[src/rtl/exp_shadow_pkg.sv]
package exp_shadow_pkg;

  localparam int EXP_W  = 10;
  localparam int GAIN_W = 4;
  localparam int DIV_W  = 3;
  localparam int IDX_W  = 7;

  localparam logic [2:0] OFS_CO_HI = 3'd0;
  localparam logic [2:0] OFS_CO_LO = 3'd1;
  localparam logic [2:0] OFS_FI_HI = 3'd2;
  localparam logic [2:0] OFS_FI_LO = 3'd3;
  localparam logic [2:0] OFS_GAIN  = 3'd4;
  localparam logic [2:0] OFS_DIV   = 3'd5;

  // pending bit positions in the status byte
  localparam int PB_FINE   = 0;
  localparam int PB_COARSE = 1;
  localparam int PB_GAIN   = 2;
  localparam int PB_DIV    = 3;
  localparam int N_PEND    = 4;

  localparam logic [EXP_W-1:0] FINE_MIN = EXP_W'(11);
  localparam logic [DIV_W-1:0] DIV_MAX  = DIV_W'(4);

  function automatic logic [EXP_W-1:0] clip_coarse(input logic [EXP_W-1:0] v,
                                                   input logic [EXP_W-1:0] flen);
    logic [EXP_W-1:0] lim;
    lim = (flen < EXP_W'(2)) ? '0 : flen - EXP_W'(2);
    return (v > lim) ? lim : v;
  endfunction

  function automatic logic [EXP_W-1:0] clip_fine(input logic [EXP_W-1:0] v,
                                                 input logic [EXP_W-1:0] llen);
    logic [EXP_W-1:0] t;
    t = (v > llen) ? llen : v;
    return (t < FINE_MIN) ? FINE_MIN : t;
  endfunction

  function automatic logic [DIV_W-1:0] clip_div(input logic [DIV_W-1:0] v);
    return (v > DIV_MAX) ? DIV_MAX : v;
  endfunction

endpackage

[src/rtl/exp_shadow_regs.sv]
module exp_shadow_regs
  import exp_shadow_pkg::*;
#(
  parameter logic [IDX_W-1:0]  PAGE_BASE  = 7'h30,
  parameter logic [EXP_W-1:0]  RST_COARSE = 10'd522,
  parameter logic [EXP_W-1:0]  RST_FINE   = 10'd762,
  parameter logic [GAIN_W-1:0] RST_GAIN   = '0,
  parameter logic [DIV_W-1:0]  RST_DIV    = '0
) (
  input  logic              clk,
  input  logic              rst_n,
  input  logic              wr_en,
  input  logic [IDX_W-1:0]  wr_idx,
  input  logic [7:0]        wr_data,
  input  logic [IDX_W-1:0]  rd_idx,
  output logic [7:0]        rd_data,
  input  logic [N_PEND-1:0] consume,
  output logic [N_PEND-1:0] pend,
  output logic              page_wr,
  output logic              other_wr,
  output logic [EXP_W-1:0]  sh_coarse,
  output logic [EXP_W-1:0]  sh_fine,
  output logic [GAIN_W-1:0] sh_gain,
  output logic [DIV_W-1:0]  sh_div
);
  localparam int HI_W = EXP_W - 8;

  logic [2:0] wr_ofs, rd_ofs;
  logic rd_in_page;
  logic [N_PEND-1:0] set_v;

  assign page_wr    = wr_en && (wr_idx[IDX_W-1:3] == PAGE_BASE[IDX_W-1:3]);
  assign other_wr   = wr_en && !page_wr;
  assign wr_ofs     = wr_idx[2:0];
  assign rd_ofs     = rd_idx[2:0];
  assign rd_in_page = (rd_idx[IDX_W-1:3] == PAGE_BASE[IDX_W-1:3]);

  always_comb begin
    set_v = '0;
    set_v[PB_COARSE] = page_wr && (wr_ofs == OFS_CO_HI || wr_ofs == OFS_CO_LO);
    set_v[PB_FINE]   = page_wr && (wr_ofs == OFS_FI_HI || wr_ofs == OFS_FI_LO);
    set_v[PB_GAIN]   = page_wr && (wr_ofs == OFS_GAIN);
    set_v[PB_DIV]    = page_wr && (wr_ofs == OFS_DIV);
  end

  always_ff @(posedge clk) begin
    if (!rst_n) begin
      sh_coarse <= RST_COARSE;
      sh_fine   <= RST_FINE;
      sh_gain   <= RST_GAIN;
      sh_div    <= RST_DIV;
    end else if (page_wr) begin
      case (wr_ofs)
        OFS_CO_HI: sh_coarse[EXP_W-1:8] <= wr_data[HI_W-1:0];
        OFS_CO_LO: sh_coarse[7:0]       <= wr_data;
        OFS_FI_HI: sh_fine[EXP_W-1:8]   <= wr_data[HI_W-1:0];
        OFS_FI_LO: sh_fine[7:0]         <= wr_data;
        OFS_GAIN:  sh_gain              <= wr_data[GAIN_W-1:0];
        OFS_DIV:   sh_div               <= wr_data[DIV_W-1:0];
        default: ;
      endcase
    end
  end

  // one pending flag per field: a write wins over a same-cycle consume
  for (genvar g = 0; g < N_PEND; g++) begin : g_pend
    always_ff @(posedge clk) begin
      if (!rst_n)          pend[g] <= 1'b0;
      else if (set_v[g])   pend[g] <= 1'b1;
      else if (consume[g]) pend[g] <= 1'b0;
    end
  end

  always_comb begin
    rd_data = '0;
    if (rd_in_page) begin
      case (rd_ofs)
        OFS_CO_HI: rd_data = 8'(sh_coarse[EXP_W-1:8]);
        OFS_CO_LO: rd_data = sh_coarse[7:0];
        OFS_FI_HI: rd_data = 8'(sh_fine[EXP_W-1:8]);
        OFS_FI_LO: rd_data = sh_fine[7:0];
        OFS_GAIN:  rd_data = 8'(sh_gain);
        OFS_DIV:   rd_data = 8'(sh_div);
        default:   rd_data = '0;
      endcase
    end
  end
endmodule

[src/rtl/exp_shadow_burst.sv]
module exp_shadow_burst (
  input  logic clk,
  input  logic rst_n,
  input  logic page_wr,
  input  logic other_wr,
  input  logic bus_stop,
  output logic burst_q,
  output logic frozen
);
  // a page write in the current cycle freezes as well as an open burst
  assign frozen = burst_q || page_wr;

  always_ff @(posedge clk) begin
    if (!rst_n)                    burst_q <= 1'b0;
    else if (page_wr)              burst_q <= 1'b1;
    else if (bus_stop || other_wr) burst_q <= 1'b0;
  end
endmodule

[src/rtl/exp_shadow_apply.sv]
module exp_shadow_apply
  import exp_shadow_pkg::*;
#(
  parameter logic [EXP_W-1:0]  RST_COARSE = 10'd522,
  parameter logic [EXP_W-1:0]  RST_FINE   = 10'd762,
  parameter logic [GAIN_W-1:0] RST_GAIN   = '0,
  parameter logic [DIV_W-1:0]  RST_DIV    = '0
) (
  input  logic              clk,
  input  logic              rst_n,
  input  logic              frame_start,
  input  logic              frozen,
  input  logic [N_PEND-1:0] pend,
  input  logic [EXP_W-1:0]  sh_coarse,
  input  logic [EXP_W-1:0]  sh_fine,
  input  logic [GAIN_W-1:0] sh_gain,
  input  logic [DIV_W-1:0]  sh_div,
  input  logic [EXP_W-1:0]  frame_len,
  input  logic [EXP_W-1:0]  line_len,
  output logic              xfer,
  output logic [N_PEND-1:0] consume,
  output logic              stage_vld,
  output logic              frame_tog,
  output logic [EXP_W-1:0]  act_coarse,
  output logic [EXP_W-1:0]  act_fine,
  output logic [GAIN_W-1:0] act_gain,
  output logic [DIV_W-1:0]  act_div
);
  logic [GAIN_W-1:0] gain_stage;

  assign xfer    = frame_start && !frozen;
  assign consume = xfer ? pend : '0;

  always_ff @(posedge clk) begin
    if (!rst_n) begin
      act_coarse <= RST_COARSE;
      act_fine   <= RST_FINE;
      act_gain   <= RST_GAIN;
      act_div    <= RST_DIV;
      gain_stage <= RST_GAIN;
      stage_vld  <= 1'b0;
      frame_tog  <= 1'b0;
    end else begin
      if (frame_start) frame_tog <= !frame_tog;
      if (xfer) begin
        if (pend[PB_COARSE]) act_coarse <= clip_coarse(sh_coarse, frame_len);
        if (pend[PB_FINE])   act_fine   <= clip_fine(sh_fine, line_len);
        if (pend[PB_DIV])    act_div    <= clip_div(sh_div);
        if (stage_vld) begin
          act_gain  <= gain_stage;
          stage_vld <= 1'b0;
        end
        if (pend[PB_GAIN]) begin
          gain_stage <= sh_gain;
          stage_vld  <= 1'b1;
        end
      end
    end
  end
endmodule

[src/rtl/exp_shadow_top.sv]
module exp_shadow_top
  import exp_shadow_pkg::*;
#(
  parameter logic [IDX_W-1:0]  PAGE_BASE  = 7'h30,
  parameter logic [EXP_W-1:0]  RST_COARSE = 10'd522,
  parameter logic [EXP_W-1:0]  RST_FINE   = 10'd762,
  parameter logic [GAIN_W-1:0] RST_GAIN   = '0,
  parameter logic [DIV_W-1:0]  RST_DIV    = '0
) (
  input  logic              clk,
  input  logic              rst_n,
  input  logic              wr_en,
  input  logic [IDX_W-1:0]  wr_idx,
  input  logic [7:0]        wr_data,
  input  logic              bus_stop,
  input  logic [IDX_W-1:0]  rd_idx,
  output logic [7:0]        rd_data,
  input  logic              frame_start,
  input  logic [EXP_W-1:0]  frame_len,
  input  logic [EXP_W-1:0]  line_len,
  output logic [EXP_W-1:0]  act_coarse,
  output logic [EXP_W-1:0]  act_fine,
  output logic [GAIN_W-1:0] act_gain,
  output logic [DIV_W-1:0]  act_div,
  output logic [7:0]        status
);
  logic [N_PEND-1:0] pend, consume;
  logic page_wr, other_wr, burst_q, frozen, xfer_evt, stage_vld, frame_tog;
  logic [EXP_W-1:0]  sh_coarse, sh_fine;
  logic [GAIN_W-1:0] sh_gain;
  logic [DIV_W-1:0]  sh_div;

  exp_shadow_regs #(
    .PAGE_BASE(PAGE_BASE), .RST_COARSE(RST_COARSE), .RST_FINE(RST_FINE),
    .RST_GAIN(RST_GAIN), .RST_DIV(RST_DIV)
  ) u_regs (
    .clk(clk), .rst_n(rst_n), .wr_en(wr_en), .wr_idx(wr_idx), .wr_data(wr_data),
    .rd_idx(rd_idx), .rd_data(rd_data), .consume(consume), .pend(pend),
    .page_wr(page_wr), .other_wr(other_wr), .sh_coarse(sh_coarse),
    .sh_fine(sh_fine), .sh_gain(sh_gain), .sh_div(sh_div)
  );

  exp_shadow_burst u_burst (
    .clk(clk), .rst_n(rst_n), .page_wr(page_wr), .other_wr(other_wr),
    .bus_stop(bus_stop), .burst_q(burst_q), .frozen(frozen)
  );

  exp_shadow_apply #(
    .RST_COARSE(RST_COARSE), .RST_FINE(RST_FINE),
    .RST_GAIN(RST_GAIN), .RST_DIV(RST_DIV)
  ) u_apply (
    .clk(clk), .rst_n(rst_n), .frame_start(frame_start), .frozen(frozen),
    .pend(pend), .sh_coarse(sh_coarse), .sh_fine(sh_fine), .sh_gain(sh_gain),
    .sh_div(sh_div), .frame_len(frame_len), .line_len(line_len),
    .xfer(xfer_evt), .consume(consume), .stage_vld(stage_vld),
    .frame_tog(frame_tog), .act_coarse(act_coarse), .act_fine(act_fine),
    .act_gain(act_gain), .act_div(act_div)
  );

  assign status = {3'b000, frame_tog, pend[PB_DIV], pend[PB_GAIN] | stage_vld,
                   pend[PB_COARSE], pend[PB_FINE]};
endmodule

[config.mk]
export PLATFORM = sky130hd
export DESIGN_NAME = exp_shadow_top
export DESIGN_NICKNAME = d
export VERILOG_FILES = /design/src/rtl/exp_shadow_pkg.sv /design/src/rtl/exp_shadow_regs.sv /design/src/rtl/exp_shadow_burst.sv /design/src/rtl/exp_shadow_apply.sv /design/src/rtl/exp_shadow_top.sv
export SDC_FILE = /design/constraint.sdc
export NUM_CORES = 1
export LEC_CHECK = 0
export ABC_AREA = 1
export ABC_CLOCK_PERIOD_IN_PS = 2700
export BUFFER_PORTS_ARGS = -buffer_cell sky130_fd_sc_hd__buf_2
export CAP_MARGIN = 20
export CORE_MARGIN = 8
export CORE_UTILIZATION = 25
export DETAILED_ROUTE_END_ITERATION = 10
export PLACE_DENSITY = 0.53
export SETUP_SLACK_MARGIN = 0.1
export SYNTH_ARGS = -nofsm -noshare
export SYNTH_HDL_FRONTEND = slang
export SYNTH_SLANG_ARGS = --single-unit
[constraint.sdc]
create_clock -name clk -period 2.7 [get_ports clk]
set_input_delay 0.135 -clock clk [delete_from_list [all_inputs] [get_ports clk]]
set_output_delay 0.135 -clock clk [all_outputs]
set_load 0.005 [all_outputs]
# ---- Word-level counts from Yosys, hierarchy flattened
# Cells that the tools add are included.
# Widths: inputs -> output; s select.
dict set report classes {
  add_sub_neg 1
  order_cmp 5
  bitwise_logic 1
  reduce_logical 32
  mux 19
  eq_ne 12
}
# cell count
set ops {}
lappend ops {{$pmux 8 s6} 1}
lappend ops {{$mux 10} 4}
lappend ops {{$reduce_and 2->1} 11}
lappend ops {{$gt 10x10->1} 2}
lappend ops {{$eq 3x2->1 const B} 4}
lappend ops {{$eq 3x3->1 const B} 4}
lappend ops {{$mux 1} 11}
lappend ops {{$lt 10x2->1 const B} 1}
lappend ops {{$lt 10x4->1 const B} 1}
lappend ops {{$reduce_bool 2->1} 5}
lappend ops {{$sub 10x2->10 const B} 1}
lappend ops {{$eq 4x3->1 const B} 2}
lappend ops {{$mux 8} 1}
lappend ops {{$logic_and 1x1->1} 7}
lappend ops {{$eq 3x1->1 const B} 2}
lappend ops {{$logic_not 3->1} 2}
lappend ops {{$logic_or 1x1->1} 4}
lappend ops {{$mux 4} 1}
lappend ops {{$gt 3x3->1 const B} 1}
lappend ops {{$logic_not 1->1} 3}
lappend ops {{$mux 3} 1}
lappend ops {{$or 1x1->1} 1}
dict set report word_totals {
  wordCells 88
  inputBits 47
  reg_bits 65
  output_inout_bits 43
}

# ---- Depth between registers and ports, before layout
# Gate-level depths: netlist (run 1).
dict set report logic_depth {
  ltp_word 8
  mapped_depth 19
  depth_no_buf 19
}

# ---- Modules after synthesis
# A second synthesis (run 1) with hierarchy kept.
dict set report unflattened {
  cells_unflattened 592
  area_unflattened_um2 3972.6
}
# module cells_per_inst area_per_inst_um2 n_inst seq_area_each_um2
set modules_own_cells {}
lappend modules_own_cells {exp_shadow_apply 326 2237.1 1 660.6}
lappend modules_own_cells {exp_shadow_regs 250 1635.3 1 620.6}
lappend modules_own_cells {exp_shadow_burst 8 55.1 1 20.0}
lappend modules_own_cells {exp_shadow_top 8 45.0 1 0.0}

# ---- Worst setup path after synthesis (run 1)
# No wires, ideal clock.
dict set report synth_path {
  kind {in2reg}
  startpoint {in frame_len[1]}
  endpoint {reg u_apply.act_coarse[0]}
  cell_stages 18
  path_buffers 0
  required_ns 2.636
  t_arrival_ns 2.307
  path_slack_ns 0.328
  setup_ns 0.064
  cell_sequence {inv_1 -> ha_1 -> inv_1 -> nor3_1 -> nand2_1 -> o21ai_0 -> nand2_1 -> nor2_1 -> inv_1 -> ha_1 -> nand2_1 -> nor3_1 -> nand4_1 -> nand2_2 -> inv_1 -> nor2_1 -> nor2_1 -> nor2_1}
}
dict set report synth_via {
  elab_chain_len 4
  word_cells_on_any_way 5
  cone_classes {add/sub: 1; order compare: 2; mux: 2}
}
# element line
set synth_rtl {}
lappend synth_rtl {{start: declaration} exp_shadow_top.sv:19} ;# input logic [EXP_W-1:0] frame_len,
lappend synth_rtl {{$sub 10x2->10 or $lt 10x2->1 (tied branches)} exp_shadow_pkg.sv:28} ;# lim = (flen < EXP_W'(2)) ? '0 : flen - EXP_W'(2);
lappend synth_rtl {{$mux 10 *} exp_shadow_pkg.sv:28}
lappend synth_rtl {{$gt 10x10->1} exp_shadow_pkg.sv:29} ;# return (v > lim) ? lim : v;
lappend synth_rtl {{$mux 10 *} exp_shadow_pkg.sv:29}
lappend synth_rtl {{end signal: assignment} exp_shadow_apply.sv:46} ;# if (pend[PB_COARSE]) act_coarse <= clip_coarse(sh_coarse, frame_len);
lappend synth_rtl {{end: declaration} exp_shadow_apply.sv:24} ;# output logic [EXP_W-1:0] act_coarse,
# Every way passes the cells marked *; elsewhere a longest branch is shown, timed or not.
# A chain may end at the register's enable or synchronous reset.

# ---- Worst setup path in the final report (run 1)
# Same ends and word-level chain as after synthesis.

==> run_results.csv, run 1 <==
group,metric,value,unit
synth,ys_seq_area_share,34.31,%
floorplan,ioPinCount,90,
cts,clock_latency,330,ps
route,met1Wirelength,5359,microns
floorplan,initial_utilization,25.23,%
setup_path,cp.buffers_inverters,5,
cells_and_area,fin_util,31.24,%
synth,yosys_warnings,0,
placed_design,dp_hpwl,8909,microns
timing,hold_viol,0,
synth,synthDominantCellAreaShare,34.31,%
setup_path,crit_chain,"buf_2 -> inv_1 -> ha_1 -> inv_1 -> nor3_2 -> nand2_1 -> o21ai_0 -> nand2_1 -> nor2_1 -> inv_1 -> ha_1 -> a21o_1 -> o21ai_0 -> nand2_1 -> buf_4 -> nand3_1 -> nand2_1 -> nor2_1 -> nor2_1",
timing,fin_skew,4.045,ps
power_and_ir_drop,comb_power_share,10.5,%
synth,avgSynthCellArea,6.984,sq um
job,cap_viol_max_count,0,
timing,timing.max_slew.rel_slack,52.69,%
route,drt-total-wl,11200,microns
route,vias,3714,
grt,grt_pass1_vias,3612,
synth,synthFlopType,"dfxtp_1",
cells_and_area,syn2layout_area_growth,23.82,%
timing,fin_setup_tns,0,ps
route,routedWlPerCell,13.62,microns
setup_path,crit_top_cell,"nand2_1",
hold_path,min_from,"wr_data[1]",
timing,maxSlewViolCount,0,
cts,path_clk_slew,50,ps
cts,cts_max_level,3,
route,detail-route-antenna-nets,0,
synth,synth-seq-cells,65,
floorplan,die_h,139.2,microns
hold_path,min_to,"u_regs.sh_coarse[9]$_SDFFE_PN1P_",
grt,antenna_found_initial,3,
floorplan,core_area,15030,sq um
route,routed_via_density,4.518,
power_and_ir_drop,vdd_drop_max,0.3264,mV
timing,worst_slew_pin_slew,709.7,ps
setup_path,cp-start-kind,"primary input",
timing,period_minus_slack,2277,ps
floorplan,die_area,19370,sq um
cts,cts_made_buffers,9,
grt,grt_pass1_wl,18240,microns
route,drtPass1Iterations,4,
cells_and_area,final_area,4696,sq um
power_and_ir_drop,pwr-share-clk,48.9,%
power_and_ir_drop,powerDensity,507.6,nW/um^2
floorplan,rows,45,
hold_path,hold_depth,3,
setup_path,r2r_slack,640,ps
power_and_ir_drop,p_int,1.812,mW
setup_path,crit_family,"simple AND/OR/NAND/NOR gates",
route,met3_length,576,microns
placed_design,place_congestion,0.8339,
synth,synth_area_leaders,"dfxtp_1, nand2_1, inv_1, a21oi_1, ha_1",
cts,holdBufCountCts,0,
timing,whs,71.83,ps
route,drt-initial-drc-count,141,
setup_path,setup.worst_path.class,"primary input to flip-flop",
synth,post-synth-top-count-cell,"nand2_1",
grt,grt_max_degree,40,
setup_path,reg2reg_from,"u_regs.sh_fine[5]$_SDFFE_PN1P_",
timing,max_freq,439.1,MHz
power_and_ir_drop,pwr-share-seq,40.6,%
route,top_layer_used,"met5",
setup_path,cp_slowest_cell,"ha_1",
synth,post_synth_instance_area,3792,sq um
route,wl_met2,5183,microns
setup_path,ff2ff_path_depth,15,
cts,cts_setup_buffers,0,
power_and_ir_drop,leakage,2.222,nW
power_and_ir_drop,power_switching,0.5716,mW
setup_path,required,2920,ps
route,route.detailed.drc,0,
cts,cts_tree,"built",
synth,async_reset_ff_share,0,%
setup_path,critPathMaxFanout,7,
placed_design,dpl_cell_area,4389,sq um
synth,synth_cell_type_count,43,
timing,fin_crit_sh,84.34,%
grt,overflow,0,
setup_path,arrival,2500,ps
cells_and_area,nets,696,
placed_design,io_buffers,86,
setup_path,endpoint_kind,"flip-flop",
cells_and_area,drive_above_1_share,21.99,%
timing,setup_viol,0,
cts,cts_sinks,65,
cts,clockBufferDepth,2,
power_and_ir_drop,sw_frac_of_total,23.98,%
synth,synth_edf_count,0,
setup_path,r2r_end,"u_apply.act_fine[2]$_SDFFE_PN0P_",
synth,yosys.area.top_type,"dfxtp_1",
hold_path,hp-class,"primary input to flip-flop",
synth,syn_inst,543,
status,outcome,"complete, no violations",
synth,synthTopCellsByCount,"nand2_1, inv_1, dfxtp_1",
grt,track_usage,11.62,%
timing,rsz0062_at_grt,"no",
cts,cts_root_buffer,"clkbuf_16",
floorplan,dieWidth,139.2,microns
setup_path,critical-path-max-stage-delay,280,ps
worst max-delay path by stage:
stage / from / end / slack (ps) / depth (start not counted)
after detailed placement: frame_len[1] / u_apply.act_coarse[0]$_SDFFE_PN0P_ / 90 / 19
after global routing: frame_len[1] / u_apply.act_coarse[0]$_SDFFE_PN0P_ / 110 / 19
after CTS: frame_len[1] / u_apply.act_coarse[0]$_SDFFE_PN0P_ / 440 / 19
final: frame_len[1] / u_apply.act_coarse[0]$_SDFFE_PN0P_ / 420 / 19
after global placement: frame_len[6] / u_apply.act_coarse[0]$_SDFFE_PN0P_ / 120 / 20
after floorplan: frame_len[1] / u_apply.act_coarse[0]$_SDFFE_PN0P_ / 330 / 18
repair_timing:
| item | 4_1_cts | 5_1_grt |
|---|---|---|
| hold endpoints to repair | 0 | 0 |
| resized for setup | 0 | 1 |
| endpoints found under the setup margin | 0 | 4 |
layout make-up:
type / count / area, sq um
Fill cell: 1633 / 10340
Multi-Input combinational cell: 378 / 2071
Sequential cell: 65 / 1301
Timing Repair Buffer: 93 / 483.0
Inverter: 81 / 304.0
Clock buffer: 12 / 256.5
Tap cell: 188 / 235.2
Clock inverter: 3 / 40.04
Antenna cell: 2 / 5.005
cells in the final DEF, fill, tap and decap left out, types with 8 or more instances in the layout:
cell type and count:
a21oi_1 53, buf_2 86, clkbuf_16 9, dfxtp_1 65
ha_1 21, inv_1 79, nand2_1 114, nand2_2 10
nand3_1 36, nand4_1 8, nor2_1 43, o21ai_0 32
sequential cells by signal, indices dropped and copies added, names as in the netlist:
register and count:
u_apply.act_coarse 10, u_apply.act_div 3, u_apply.act_fine 10, u_apply.act_gain 4, u_apply.frame_tog 1, u_apply.gain_stage 4, u_apply.stage_vld 1, u_burst.burst_q 1
u_regs.pend 4, u_regs.sh_coarse 10, u_regs.sh_div 3, u_regs.sh_fine 10, u_regs.sh_gain 4
cell families after synthesis:
kind of cell    share of synthesized area (%)
xor+xnor                               0.4620
flops                                   34.31
simple gates                            29.69
other cells                           0.09888
fa+ha+maj                               6.928
compound gates                          17.09
buf+inv                                 11.41
power groups by stage:
stage | Sequential [mW] | Combinational (mW) | Clock, mW
6_report | 0.968 | 0.250 | 1.17
5_1_grt | 0.968 | 0.286 | 1.25
4_1_cts | 0.968 | 0.253 | 1.21
3_5_place_dp | 0.989 | 0.251 | 0
3_3_place_gp | 0.989 | 0.252 | 0
2_1_floorplan | 0.988 | 0.170 | 0
worst register-to-register path, cell delays in order, from the launching register on:
cell	delay, ps
dfxtp_1	410
ha_1	280
nand2_2	110
inv_1	40
nand2_1	50
nand2_1	50
nand2_1	90
nand3_4	120
nand2_4	190
nand2_1	80
nand2_1	90
nand2_1	90
nor2_4	120
nand3_2	90
nand2_1	70
a21oi_1	60
metal layers:
metal	vias to the layer above	GRT usage [%]
li1	1955	-
met1	1667	14.46
met2	82	19.07
met3	8	3.924
met4	2	2.426
met5	-	0
metrics by stage:
stage               setup WS (ps)  total power, mW  instances
floorplan                   328.4            1.157        545
global placement            115.2            1.241        805
detailed placement          85.20            1.240        805
CTS                         444.5            2.429        820
global route                114.0            2.503        822
finish                      422.9            2.384        822
No activity file was read; power rests on OpenSTA's default activity.
==> inputs of run 2 (changes only) <==
--- a/config.mk
+++ b/config.mk
@@ -5,8 +5,8 @@
 export SDC_FILE = /design/constraint.sdc
 export NUM_CORES = 1
 export LEC_CHECK = 0
-export ABC_AREA = 1
-export ABC_CLOCK_PERIOD_IN_PS = 2700
+export ABC_AREA = 0
+export ABC_CLOCK_PERIOD_IN_PS = 2350
 export BUFFER_PORTS_ARGS = -buffer_cell sky130_fd_sc_hd__buf_2
 export CAP_MARGIN = 20
 export CORE_MARGIN = 8
==> constraint.sdc (replaced) <==
create_clock -name clk -period 2.35 [get_ports clk]
set_input_delay 0.1175 -clock clk [delete_from_list [all_inputs] [get_ports clk]]
set_output_delay 0.1175 -clock clk [all_outputs]
set_load 0.005 [all_outputs]
==> run 2 against run 1 <==
Net effect: count of clock-buffer cells in the layout shrank 3; critical endpoint is now u_apply.act_coarse[6]$_SDFFE_PN0P_; non-clock buffer count grew 35; clock skew grew 1.5 ps; via count shrank 6.7%; power grew 16%; largest cell class unchanged; critical path depth shrank 5; sequential cell count is the same; combinational power grew 27%; worst setup slack lost 640 ps; the flow now finishes with violations (setup timing); global-route usage grew 0.88 points; cell count shrank 10%.
==> run_results.csv, run 2 <==
group,metric,value,unit
hold_path,min_from,"wr_data[4]",
synth,synthFlopType,"dfxtp_1",
setup_path,required,2570,ps
setup_path,crit_family,"simple AND/OR/NAND/NOR gates",
floorplan,initial_utilization,25.53,%
status,outcome,"complete, but fails checks",
route,route.detailed.drc,0,
synth,synth_mux_area_share,10.99,%
cells_and_area,drive_above_1_share,33.58,%
synth,yosys_warnings,0,
hold_path,min_to,"u_regs.sh_fine[4]$_SDFFE_PN1P_",
synth,syn_inst,431,
timing,fin_skew,5.549,ps
placed_design,place_congestion,0.7816,
setup_path,cp-start-kind,"primary input",
grt,use_met2,19.58,%
floorplan,core_area,14530,sq um
timing,hold_viol,0,
placed_design,place_inst,712,
cells_and_area,fin_util,34.85,%
setup_path,reg2reg_from,"u_regs.sh_fine[7]$_SDFFE_PN1P_",
grt,track_usage,12.50,%
setup_path,r2r_slack,310,ps
route,drt-total-wl,11600,microns
timing,rsz0062_at_grt,"yes",
hold_path,hp-class,"primary input to flip-flop",
placed_design,io_buffers,86,
synth,synth_area_leaders,"dfxtp_1, mux2i_1, ha_1, nand2_1, nor2b_1",
cts,cts_tree,"built",
cts,cts_made_buffers,9,
synth,synth-xor-area-share,0.9444,%
synth,ys_seq_area_share,35.08,%
setup_path,r2r_end,"u_apply.act_fine[0]$_SDFFE_PN0P_",
synth,avgSynthCellArea,8.607,sq um
grt,grt_pass1_vias,3648,
cells_and_area,layout_common_cells,"buf_2, dfxtp_1, nand2_1",
cts,path_clk_slew,60,ps
setup_path,ff2ff_path_depth,7,
timing,finalWorstSetupSlack,-216.0,ps
setup_path,critPathMaxFanout,6,
grt,busiest_layer,"met2",
synth,yosys.area.top_type,"dfxtp_1",
setup_path,critical-path-max-stage-delay,530,ps
synth,post_synth_instance_area,3710,sq um
synth,synthTopCellsByCount,"dfxtp_1, nand2_1, mux2i_1",
power_and_ir_drop,leakage,2.249,nW
timing,maxSlewViolCount,0,
setup_path,setup.worst_path.class,"primary input to flip-flop",
grt,grt_util_met3,4.668,%
status,violations,"setup timing",
cells_and_area,final_area,5065,sq um
setup_path,cp_slowest_cell,"or4_4",
floorplan,dieWidth,137.8,microns
power_and_ir_drop,vdd_drop_max,0.2963,mV
synth,synth_top_family_by_area,"simple AND/OR/NAND/NOR gates",
placed_design,dpl_cell_area,4541,sq um
grt,grt_max_degree,35,
route,drt-initial-drc-count,174,
setup_path,endpoint_kind,"flip-flop",
route,routedWlPerCell,15.72,microns
timing,period_minus_slack,2566,ps
grt,overflow,0,
synth,synthAdderAreaFrac,7.083,%
setup_path,arrival,2790,ps
floorplan,die_area,18990,sq um
route,vias,3465,
floorplan,rows,44,
grt,antenna_found_initial,3,
grt,grt_pass1_wl,18460,microns
timing,timing.max_slew.rel_slack,66.44,%
setup_path,crit_chain,"buf_6 -> or4_4 -> or2_4 -> or3_4 -> nand2_2 -> inv_2 -> ha_4 -> nand4_1 -> nor2_1 -> a32oi_1 -> o21ai_1 -> buf_4 -> and2_4 -> a221o_1",
route,drtPass1Iterations,4,
hold_path,hold_depth,3,
cts,cts_sinks,65,
cells_and_area,layout_commonest_cell,"buf_2",
floorplan,ioPinCount,90,
job,cap_viol_max_count,0,
timing,max_freq,389.7,MHz
cts,cts_root_buffer,"clkbuf_16",
cts,clockBufferDepth,2,
synth,synthSimpleGateAreaFrac,24.18,%
timing,fin_crit_sh,109.2,%
synth,synth_compound_area_share,15.75,%
synth,synth_edf_count,0,
synth,synth-seq-cells,65,
route,detail-route-antenna-nets,0,
synth,synth_cell_type_count,58,
cells_and_area,syn2layout_area_growth,36.53,%
power_and_ir_drop,powerDensity,544.8,nW/um^2
setup_path,cp.buffers_inverters,3,
cts,clock_latency,340,ps
floorplan,die_h,137.8,microns
cts,cts_max_level,3,
timing,worst_slew_pin_slew,503.5,ps
placed_design,dp_hpwl,9142,microns
synth,post-synth-top-count-cell,"dfxtp_1",
route,routed_via_density,4.695,
cells_and_area,fin_cells,738,
synth,async_reset_ff_share,0,%
grt,met1_usage,15.39,%
timing,setup_viol,10,
synth,synthDominantCellAreaShare,35.08,%
cells_and_area,nets,614,
-- run 2: worst max path at each step --
| stage | start | end | slack, ps | cells after the start |
|---|---|---|---|---|
| finish | frame_len[1] | u_apply.act_coarse[6]$_SDFFE_PN0P_ | -220 | 14 |
| global route | frame_len[1] | u_apply.act_coarse[6]$_SDFFE_PN0P_ | -350 | 14 |
| CTS | frame_len[1] | u_apply.act_coarse[6]$_SDFFE_PN0P_ | -210 | 14 |
| detailed placement | frame_len[4] | u_apply.act_coarse[1]$_SDFFE_PN1P_ | -740 | 13 |
| global placement | frame_len[4] | u_apply.act_coarse[1]$_SDFFE_PN1P_ | -680 | 13 |
| floorplan | frame_len[4] | u_apply.act_coarse[6]$_SDFFE_PN0P_ | -520 | 13 |
-- run 2: power by group --
part           leakage (nW)  internal (mW)  switching, mW
logic                  1.59          0.151          0.166
registers             0.525           1.11        0.00286
clock network         0.137          0.818          0.515
total                  2.25           2.08          0.684
-- run 2: area by class of cell --
type                       instances  area [sq um]
timing repair buffer             128         765.7
clock inverter                     7         71.32
clock buffer                       9         225.2
inverter                          22         82.58
fill                            1506          9469
antenna                            3         7.507
sequential                        65          1301
multi-input combinational        320          2381
tap                              184         230.2
-- run 2: cells by family after synthesis --
kind of cell,Yosys count
and+or+nand+nor,169
AOI/OAI and AO/OA,84
DFF,65
buffers and inverters,48
muxes,39
adders and majority gates,21
xor gates and xnor gates,4
other,1
-- run 2: metal layers --
| layer | vias to the layer above | part of all wire [%] |
|---|---|---|
| met2 | 76 | 46 |
| met5 | - | 0.16 |
| met1 | 1617 | 46 |
| met3 | 18 | 6.4 |
| li1 | 1750 | - |
| met4 | 4 | 1.4 |
-- run 2: worst reg2reg max path, cell delays in order, from the launching register on --
cell	delay, ps
dfxtp_1	310
ha_1	290
a21oi_1	210
o21ai_0	120
a2111o_1	310
and2_4	220
a211o_1	240
a41o_1	230
-- run 2: what timing repair did --
action / in CTS / in global routing
buffers inserted: 4 / 3
gates resized for setup: 15 / 17
endpoints found under the setup margin: 10 / 20
pin swaps: 15 / 11
endpoints found under the hold margin: 0 / 0
hold buffers: 0 / 0
-- run 2: metrics by stage --
| step | TNS (ps) | setup slack, ps | total power, mW | hold WS [ps] |
|---|---|---|---|---|
| after floorplan | -3806 | -518.4 | 1.288 | 241.6 |
| after global routing | -2897 | -351.9 | 2.882 | 26.88 |
| after global placement | -5902 | -683.3 | 1.406 | 359.6 |
| final | -1430 | -216.0 | 2.759 | 29.64 |
| after detailed placement | -6257 | -742.3 | 1.413 | 370.2 |
| after CTS | -1465 | -214.3 | 2.784 | 11.36 |
